===== config.mk =====
export PLATFORM = sky130hd
export DESIGN_NAME = i2c_stat_hold
export DESIGN_NICKNAME = d
export VERILOG_FILES = /design/src/rtl/i2c_stat_pkg.sv /design/src/rtl/i2c_rst_sync.sv /design/src/rtl/i2c_bus_monitor.sv /design/src/rtl/i2c_stat_flags.sv /design/src/rtl/i2c_stat_hold.sv
export SDC_FILE = /design/constraint.sdc
export NUM_CORES = 1
export LEC_CHECK = 0
export BUFFER_PORTS_ARGS = -buffer_cell sky130_fd_sc_hd__buf_2
export CAP_MARGIN = 20
export CORE_UTILIZATION = 30
export CTS_BUF_LIST = sky130_fd_sc_hd__clkbuf_8
export CTS_CLUSTER_SIZE = 30
export DETAILED_ROUTE_END_ITERATION = 10
export GPL_TIMING_DRIVEN = 0
export PLACE_DENSITY = 0.68
export SLEW_MARGIN = 25
export SYNTH_ARGS = -nofsm -noshare
export SYNTH_HDL_FRONTEND = slang
export SYNTH_HIERARCHICAL = 1
export SYNTH_SLANG_ARGS = --single-unit

===== constraint.sdc =====
create_clock -name clk -period 0.95 [get_ports clk]
set_input_delay 0.19 -clock clk [delete_from_list [all_inputs] [get_ports clk]]
set_output_delay 0.19 -clock clk [all_outputs]
set_load 0.02 [all_outputs]

===== src/rtl/i2c_stat_pkg.sv =====
package i2c_stat_pkg;
  // status byte bit positions (software decodes these)
  localparam int unsigned ST_BIT7  = 7;
  localparam int unsigned ST_TEND  = 6;
  localparam int unsigned ST_STOP  = 5;
  localparam int unsigned ST_SSEL  = 4;
  localparam int unsigned ST_LOST  = 3;
  localparam int unsigned ST_BUSY  = 2;
  localparam int unsigned ST_TX    = 1;
  localparam int unsigned ST_ACK   = 0;

  // sticky source vector indices
  localparam int unsigned NSRC     = 6;
  localparam int unsigned SRC_ACK  = 0;
  localparam int unsigned SRC_LOST = 1;
  localparam int unsigned SRC_SSEL = 2;
  localparam int unsigned SRC_STOP = 3;
  localparam int unsigned SRC_TEND = 4;
  localparam int unsigned SRC_BIT7 = 5;

  // every source except STOP stretches the clock
  localparam logic [NSRC-1:0] HOLD_MASK = ~(NSRC'(1) << SRC_STOP);
endpackage


===== src/rtl/i2c_rst_sync.sv =====
module i2c_rst_sync #(
  parameter int unsigned STAGES = 2
) (
  input  logic clk,
  input  logic rst_n,
  output logic rst_n_sync
);
  localparam int unsigned LAST = STAGES - 1;

  logic [STAGES-1:0] chain_q;

  generate
    genvar gi;
    for (gi = 0; gi < STAGES; gi++) begin : g_stage
      always_ff @(posedge clk or negedge rst_n) begin
        if (!rst_n) chain_q[gi] <= 1'b0;
        else if (gi == 0) chain_q[gi] <= 1'b1;
        else chain_q[gi] <= chain_q[(gi == 0) ? 0 : gi-1];
      end
    end
  endgenerate

  assign rst_n_sync = chain_q[LAST];
endmodule


===== src/rtl/i2c_bus_monitor.sv =====
module i2c_bus_monitor (
  input  logic clk,
  input  logic rst_n,
  input  logic sda_sync,
  input  logic scl_sync,
  output logic busy
);
  logic sda_q, scl_q, busy_q;
  logic busy_d, start_seen, stop_seen, busy_en;

  always_comb begin
    start_seen = scl_sync && scl_q && sda_q && !sda_sync;
    stop_seen  = scl_sync && scl_q && !sda_q && sda_sync;
    busy_en    = start_seen || stop_seen;
    busy_d     = start_seen;
  end

  always_ff @(posedge clk or negedge rst_n) begin
    if (!rst_n) begin
      sda_q <= 1'b1;
      scl_q <= 1'b1;
    end else begin
      sda_q <= sda_sync;
      scl_q <= scl_sync;
    end
  end

  always_ff @(posedge clk or negedge rst_n) begin
    if (!rst_n) busy_q <= 1'b0;
    else if (busy_en) busy_q <= busy_d;
  end

  assign busy = busy_q;

  AST_BUSY_ON_START: assert property (@(posedge clk) disable iff (!rst_n)
    (scl_sync && $past(scl_sync) && $fell(sda_sync)) |=> busy_q);
  AST_IDLE_ON_STOP: assert property (@(posedge clk) disable iff (!rst_n)
    (scl_sync && $past(scl_sync) && $rose(sda_sync)) |=> !busy_q);
  AST_BUSY_STILL_SCL_LOW: assert property (@(posedge clk) disable iff (!rst_n)
    (!scl_sync && !scl_q) |=> $stable(busy_q));
endmodule


===== src/rtl/i2c_stat_flags.sv =====
module i2c_stat_flags
  import i2c_stat_pkg::*;
(
  input  logic            clk,
  input  logic            rst_n,
  input  logic [NSRC-1:0] set_vec,
  input  logic            cpu_wr,
  output logic [NSRC-1:0] flags,
  output logic            hold
);
  logic [NSRC-1:0] flags_q, flags_d;
  logic            hold_q, hold_d, hold_set, hold_en;

  generate
    genvar gi;
    for (gi = 0; gi < NSRC; gi++) begin : g_flag
      logic en;
      always_comb begin
        en          = set_vec[gi] || cpu_wr;
        flags_d[gi] = set_vec[gi];  // event wins over the clear
      end
      always_ff @(posedge clk or negedge rst_n) begin
        if (!rst_n) flags_q[gi] <= 1'b0;
        else if (en) flags_q[gi] <= flags_d[gi];
      end
    end
  endgenerate

  always_comb begin
    hold_set = |(set_vec & HOLD_MASK);
    hold_en  = hold_set || cpu_wr;
    hold_d   = hold_set;
  end

  always_ff @(posedge clk or negedge rst_n) begin
    if (!rst_n) hold_q <= 1'b0;
    else if (hold_en) hold_q <= hold_d;
  end

  assign flags = flags_q;
  assign hold  = hold_q;

  AST_HOLD_ON_SOURCE: assert property (@(posedge clk) disable iff (!rst_n)
    (|(set_vec & HOLD_MASK)) |=> hold_q);
  AST_STOP_NO_STRETCH: assert property (@(posedge clk) disable iff (!rst_n)
    (!hold_q && set_vec == (NSRC'(1) << SRC_STOP)) |=> (!hold_q && flags_q[SRC_STOP]));
  AST_WRITE_RELEASES: assert property (@(posedge clk) disable iff (!rst_n)
    (cpu_wr && !(|(set_vec & HOLD_MASK))) |=> !hold_q);
  AST_EVENT_BEATS_WRITE: assert property (@(posedge clk) disable iff (!rst_n)
    (cpu_wr && |set_vec) |=> ((flags_q & $past(set_vec)) == $past(set_vec)));
  AST_WRITE_CLEARS: assert property (@(posedge clk) disable iff (!rst_n)
    (cpu_wr && set_vec == '0) |=> (flags_q == '0));
endmodule


===== src/rtl/i2c_stat_hold.sv =====
module i2c_stat_hold
  import i2c_stat_pkg::*;
#(
  parameter int unsigned RST_STAGES = 2
) (
  input  logic       clk,
  input  logic       rst_n,
  input  logic       ev_byte_done,
  input  logic       ev_stop,
  input  logic       ev_own_match,
  input  logic       ev_gcall_match,
  input  logic       ev_addr_ack,
  input  logic       ev_arb_lost,
  input  logic       ev_ack_sampled,
  input  logic       lv_is_tx,
  input  logic       lv_is_master,
  input  logic       sda_sync,
  input  logic       scl_sync,
  input  logic       cpu_wr,
  output logic [7:0] status,
  output logic       irq,
  output logic       scl_hold
);
  logic            rst_n_i;
  logic [NSRC-1:0] set_vec, flags;
  logic            busy;

  i2c_rst_sync #(.STAGES(RST_STAGES)) u_rst (
    .clk(clk), .rst_n(rst_n), .rst_n_sync(rst_n_i)
  );

  always_comb begin
    set_vec           = '0;
    set_vec[SRC_ACK]  = ev_ack_sampled;
    set_vec[SRC_LOST] = ev_arb_lost;
    set_vec[SRC_SSEL] = ev_own_match;
    set_vec[SRC_STOP] = ev_stop;
    set_vec[SRC_TEND] = ev_byte_done;
    set_vec[SRC_BIT7] = lv_is_master ? ev_addr_ack : ev_gcall_match;
  end

  i2c_stat_flags u_flags (
    .clk(clk), .rst_n(rst_n_i), .set_vec(set_vec), .cpu_wr(cpu_wr),
    .flags(flags), .hold(scl_hold)
  );

  i2c_bus_monitor u_bus (
    .clk(clk), .rst_n(rst_n_i), .sda_sync(sda_sync), .scl_sync(scl_sync),
    .busy(busy)
  );

  always_comb begin
    status          = '0;
    status[ST_BIT7] = flags[SRC_BIT7];
    status[ST_TEND] = flags[SRC_TEND];
    status[ST_STOP] = flags[SRC_STOP];
    status[ST_SSEL] = flags[SRC_SSEL];
    status[ST_LOST] = flags[SRC_LOST];
    status[ST_BUSY] = busy;
    status[ST_TX]   = lv_is_tx;
    status[ST_ACK]  = flags[SRC_ACK];
    irq             = |flags;
  end

  AST_BUSY_SURVIVES_WRITE: assert property (@(posedge clk) disable iff (!rst_n_i)
    (cpu_wr && !(scl_sync && $past(scl_sync) && (sda_sync != $past(sda_sync))))
      |=> (status[ST_BUSY] == $past(status[ST_BUSY])));
  AST_MODE_GATES_BIT7: assert property (@(posedge clk) disable iff (!rst_n_i)
    (!cpu_wr && !status[ST_BIT7] && lv_is_master && !ev_addr_ack) |=> !status[ST_BIT7]);
  AST_HOLD_ONLY_WITH_IRQ: assert property (@(posedge clk) disable iff (!rst_n_i)
    scl_hold |-> irq);
endmodule


Yosys cells after proc, flatten, opt, wreduce, memory -nomap -nowiden
Cells that the tools add are included.
Widths: inputs -> output; s select.
- output and inout port bits: 10
- logic and storage cells: 30
- register bits after elaboration: 12
- reduce and logical (&&, ||, !) cells: 17
- multiplexer cells: 1
- operators by type and width (kind ; number):
    $logic_or 1x1->1 ; 8
    $reduce_or 6->1 ; 1
    $logic_and 1x1->1 ; 5
    $reduce_or 5->1 ; 1
    $logic_not 1->1 ; 2
    $mux 1 ; 1

Logic depth before layout (Yosys ltp)
- depth after elaboration: 4
- gate-level depth with buffers: 3
- gate-level depth less buffers: 3

Modules after synthesis
Netlist, hierarchy kept.
- modules (own cells, without submodules) (module ; instances ; area an instance (sq um) ; sequential area each (sq um) ; cells each):
    i2c_stat_flags ; 1 ; 241.5 ; 175.2 ; 16
    i2c_bus_monitor ; 1 ; 110.1 ; 77.6 ; 7
    i2c_rst_sync ; 1 ; 53.8 ; 50.0 ; 3
    i2c_stat_hold ; 1 ; 40.0 ; 0.0 ; 6

Least setup slack after synthesis
Ideal clock, no wire load.
- path type: input-to-reg
- from: input port lv_is_master
- to: register u_flags.hold_q (netlist: u_flags/hold)
- cell stages on the path: 3
- library setup time: 0.124 ns
- slack: -0.390 ns
- data arrival time: 1.216 ns
- path buffers: 0
- cell sequence: mux2_2 or4_1 a211o_1
- word-level cells in the longest chain between the ends: 3
- RTL lines (what ; line ; RTL):
    start: declaration ; i2c_stat_hold.sv:16 ; input logic lv_is_master,
    $mux 1 * ; i2c_stat_hold.sv:39 ; set_vec[SRC_BIT7] = lv_is_master ? ev_addr_ack : ev_gcall_match;
    $reduce_or 5->1 * ; i2c_stat_flags.sv:30 ; hold_set = |(set_vec & HOLD_MASK);
    $logic_or 1x1->1 ; i2c_stat_flags.sv:31 ; hold_en = hold_set || cpu_wr;
    end signal: assignment ; i2c_stat_flags.sv:37 ; else if (hold_en) hold_q <= hold_d;
    end: declaration ; i2c_stat_flags.sv:12 ; logic hold_q, hold_d, hold_set, hold_en;
Mark *: on every way between the ends. The rest lies on a longest branch, timed or not.
A chain may end at the register's enable or synchronous reset.

Worst setup path after layout
- from: register u_flags.flags_q[5] (netlist: u_flags/flags[5])
- to: output port irq
- word-level cells in the longest chain between the ends: 1
- RTL lines (what ; line ; RTL):
    start: declaration ; i2c_stat_flags.sv:11 ; logic [NSRC-1:0] flags_q, flags_d;
    start signal: indexed assignment ; i2c_stat_flags.sv:24 ; else if (en) flags_q[gi] <= flags_d[gi];
    $reduce_or 6->1 ; i2c_stat_hold.sv:62 ; irq = |flags;
    end: declaration ; i2c_stat_hold.sv:21 ; output logic irq,
No other way between the ends.

==> out/qor.yml <==
final_layout:
  n_antenna_cell: 0
  mostFrequentLayoutCell: "buf_2"
  final_util_pct: 55.16
  stdcell_count: 75
  drive_gt1_share_pct: 65.00
  fin_nets: 75
  syn2layout_area_growth_pct: 65.17
  final_cell_mix: "buf_2, buf_6, dfrtp_1, a21o_1, clkbuf_8"
  fillCellCount: 121
global_route:
  grt_pass1_vias: 309
  grt_pass1_wl_um: 1290
  grt_start_max_net_pins: 11
  grtUsageTotal_pct: 12.80
  grt-ovfl-total: 0
  antenna_found_initial: 0
floorplan:
  initial_core_util_pct: 33.40
  core_area_um2: 1334
  die_area_um2: 1643
  core.rowCount: 13
  fp.dieH_um: 40.53
  die_w_um: 40.53
  num_io_pins: 24
drt:
  drt-initial-drc-count: 5
  totalWireLength_um: 828
  wl_per_cell_um: 11.04
  num_vias: 350
  drc: 0
  ant_nets: 0
  first_pass_iters: 2
  vias_per_cell: 4.667
power:
  p_seq_share_pct: 45.0
  power.share.switching_pct: 21.75
  cellLeakagePower_nw: 0.3533
  powerDensity_nw_per_um2: 1761
  p_clk_share_pct: 41.5
  ir_drop_uv: 1041
  p_int_mw: 1.014
  p_sw_uw: 281.8
  p_comb_share_pct: 13.5
timing:
  slew_viol_final: 0
  setup_viol: 9
  fin_crit_ns: 1.335
  setup_ws_ns: -0.3846
  rsz0062_at_grt: "true"
  finClkSkew_ns: 0.0002971
  hold_viol: 0
  fmax_mhz: 749.3
  fin_crit_sh_pct: 140.5
synthesis:
  yosys_register_bits: 12
  ys_seq_area_share_pct: 67.98
  yosys_warnings: 6
  synth-compound-area-share_pct: 13.76
  synthArstFlopShare_pct: 100.0
  syn_nets: 46
  synth_edf_count: 0
  syn_area_um2: 445.4
  synth_fa_ha_area_share_pct: 0
  netlist_instances: 32
  synthXorXnorAreaFrac_pct: 0
  synth_top_family_by_area: "compound AO/OA/AOI/OAI gates"
  synthMuxAreaShare_pct: 2.528
  synthDistinctLibCells: 17
  synthFlopType: "dfrtp_1"
  avgSynthCellArea_um2: 13.92
  synthSimpleGateAreaFrac_pct: 10.67
hold_path:
  min_from: "sda_sync"
  holdPathEnd: "u_bus/sda_q"
  worst_hold_path_type: "input port to flip-flop"
  holdPathStages: 1
setup_path:
  cp.arrival_ns: 1.14
  setup.worst_path.start_class: "flip-flop"
  slowest_stage: "dfrtp_2"
  critical_path_class: "flip-flop to output pin"
  r2r_end: "u_bus/busy"
  crit_start: "u_flags/flags[5]"
  crit_chain: "nor4_4, nand2_1, buf_6"
  crit_fanout: 2
  rr_startpoint: "u_bus/scl_q"
  r2r_setup_slack_ns: 0.06
  reg2reg_depth: 2
  required_ns: 0.76
  endpoint_kind: "output pin"
  slowest_delay_ns: 0.42
placement:
  gp_routability_congestion: 0.7089
  io_buffers: 22
  pre_cts_ws_ns: -0.3933
  placedCellCount: 69
clocking:
  cts_tree: "yes"
  cts_root_buffer: "clkbuf_8"
  cts_max_level: 1
  clk_latency_ns: 0.23
  cts.sinks: 12
  clockBufferDepth: 2
  cts_buffers: 3
  clkTransAtPathRegs_ns: 0.05
outcome:
  status: "complete, but fails checks"
  violations: "negative setup slack"
flow_run:
  maxCapViolCount: 0
==> logic make-up (layout without fill, tap and decap cells) <==
kind of cell,Yosys count,count (layout)
AOI/OAI and AO/OA,8,8
buffers and inverters,3,31
DFF,12,12
muxes,1,1
other,1,1
and+or+nand+nor,7,7
==> registers in the layout, summed over array words and instances (netlist names) <==
| register | flops |
|---|---|
| u_bus/busy | 1 |
| u_bus/scl_q | 1 |
| u_bus/sda_q | 1 |
| u_flags/flags | 6 |
| u_flags/hold | 1 |
| u_rst/chain_q | 1 |
| u_rst/rst_n_sync | 1 |
==> final cells by class <==
| cell class | instances | area [um^2] | share of cell area [%] |
|---|---|---|---|
| tap | 15 | 18.77 | 2.551 |
| multi-input combinational | 17 | 146.4 | 19.90 |
| inverter | 1 | 3.754 | 0.5102 |
| clock buffer | 4 | 55.05 | 7.483 |
| timing repair buffer | 25 | 197.7 | 26.87 |
| buffer | 1 | 7.507 | 1.020 |
| sequential | 12 | 306.5 | 41.67 |
==> synth_stat cells (all sizes together), types with 2 or more instances <==
library cell	instances	share of area, %
dfrtp	10	56
a21o	6	10
buf	2	3.4
dfstp	2	12
==> metal layers <==
layer / global-route usage (%) / share of wire (%)
met3: 10.00 / 8.9
met5: 0 / 0
met4: 2.500 / 0
met2: 17.86 / 51
met1: 15.46 / 40
==> metrics by stage <==
step	hold slack (ns)	total power [mW]	TNS, ns	area (um^2)
floorplan	-0.1056	0.6522	-0.3676	452.9
global placement	-0.02295	0.7113	-0.5390	581.8
detailed placement	-0.02278	0.7149	-0.5671	581.8
CTS	0.05994	1.305	-0.8992	704.4
global route	0.05971	1.370	-1.170	735.7
finish	0.06881	1.296	-0.8468	735.7
==> worst max path at each step <==
stage / cells after the start / endpoint / slack (ns)
after global routing: 3 / irq / -0.46
after CTS: 3 / irq / -0.40
final: 3 / irq / -0.38
after global placement: 4 / u_flags/hold / -0.39
after floorplan: 3 / u_flags/hold / -0.25
after detailed placement: 4 / u_flags/hold / -0.39
==> power groups by stage <==
stage | sequential [mW] | combinational (mW) | clock (mW)
after floorplan | 0.602 | 0.0500 | 0
final | 0.583 | 0.175 | 0.537
after CTS | 0.577 | 0.162 | 0.567
after global placement | 0.582 | 0.130 | 0
after global routing | 0.588 | 0.190 | 0.592
after detailed placement | 0.584 | 0.131 | 0
==> what timing repair did <==
item / in CTS / in global routing
setup buffers: 2 / 0
gates resized for setup: 14 / 8
setup endpoints to repair: 10 / 11
pin swaps: 2 / 1
hold buffers: 1 / 0
endpoints found under the hold margin: 2 / 0
==> critical path: cells and delay by family (launching register included) <==
family                 cells  cell delay, ns
AND/OR/NAND/NOR            2            0.35
flip-flops                 1            0.42
buffers and inverters      1            0.13
Power figures use the tool's default switching activity.
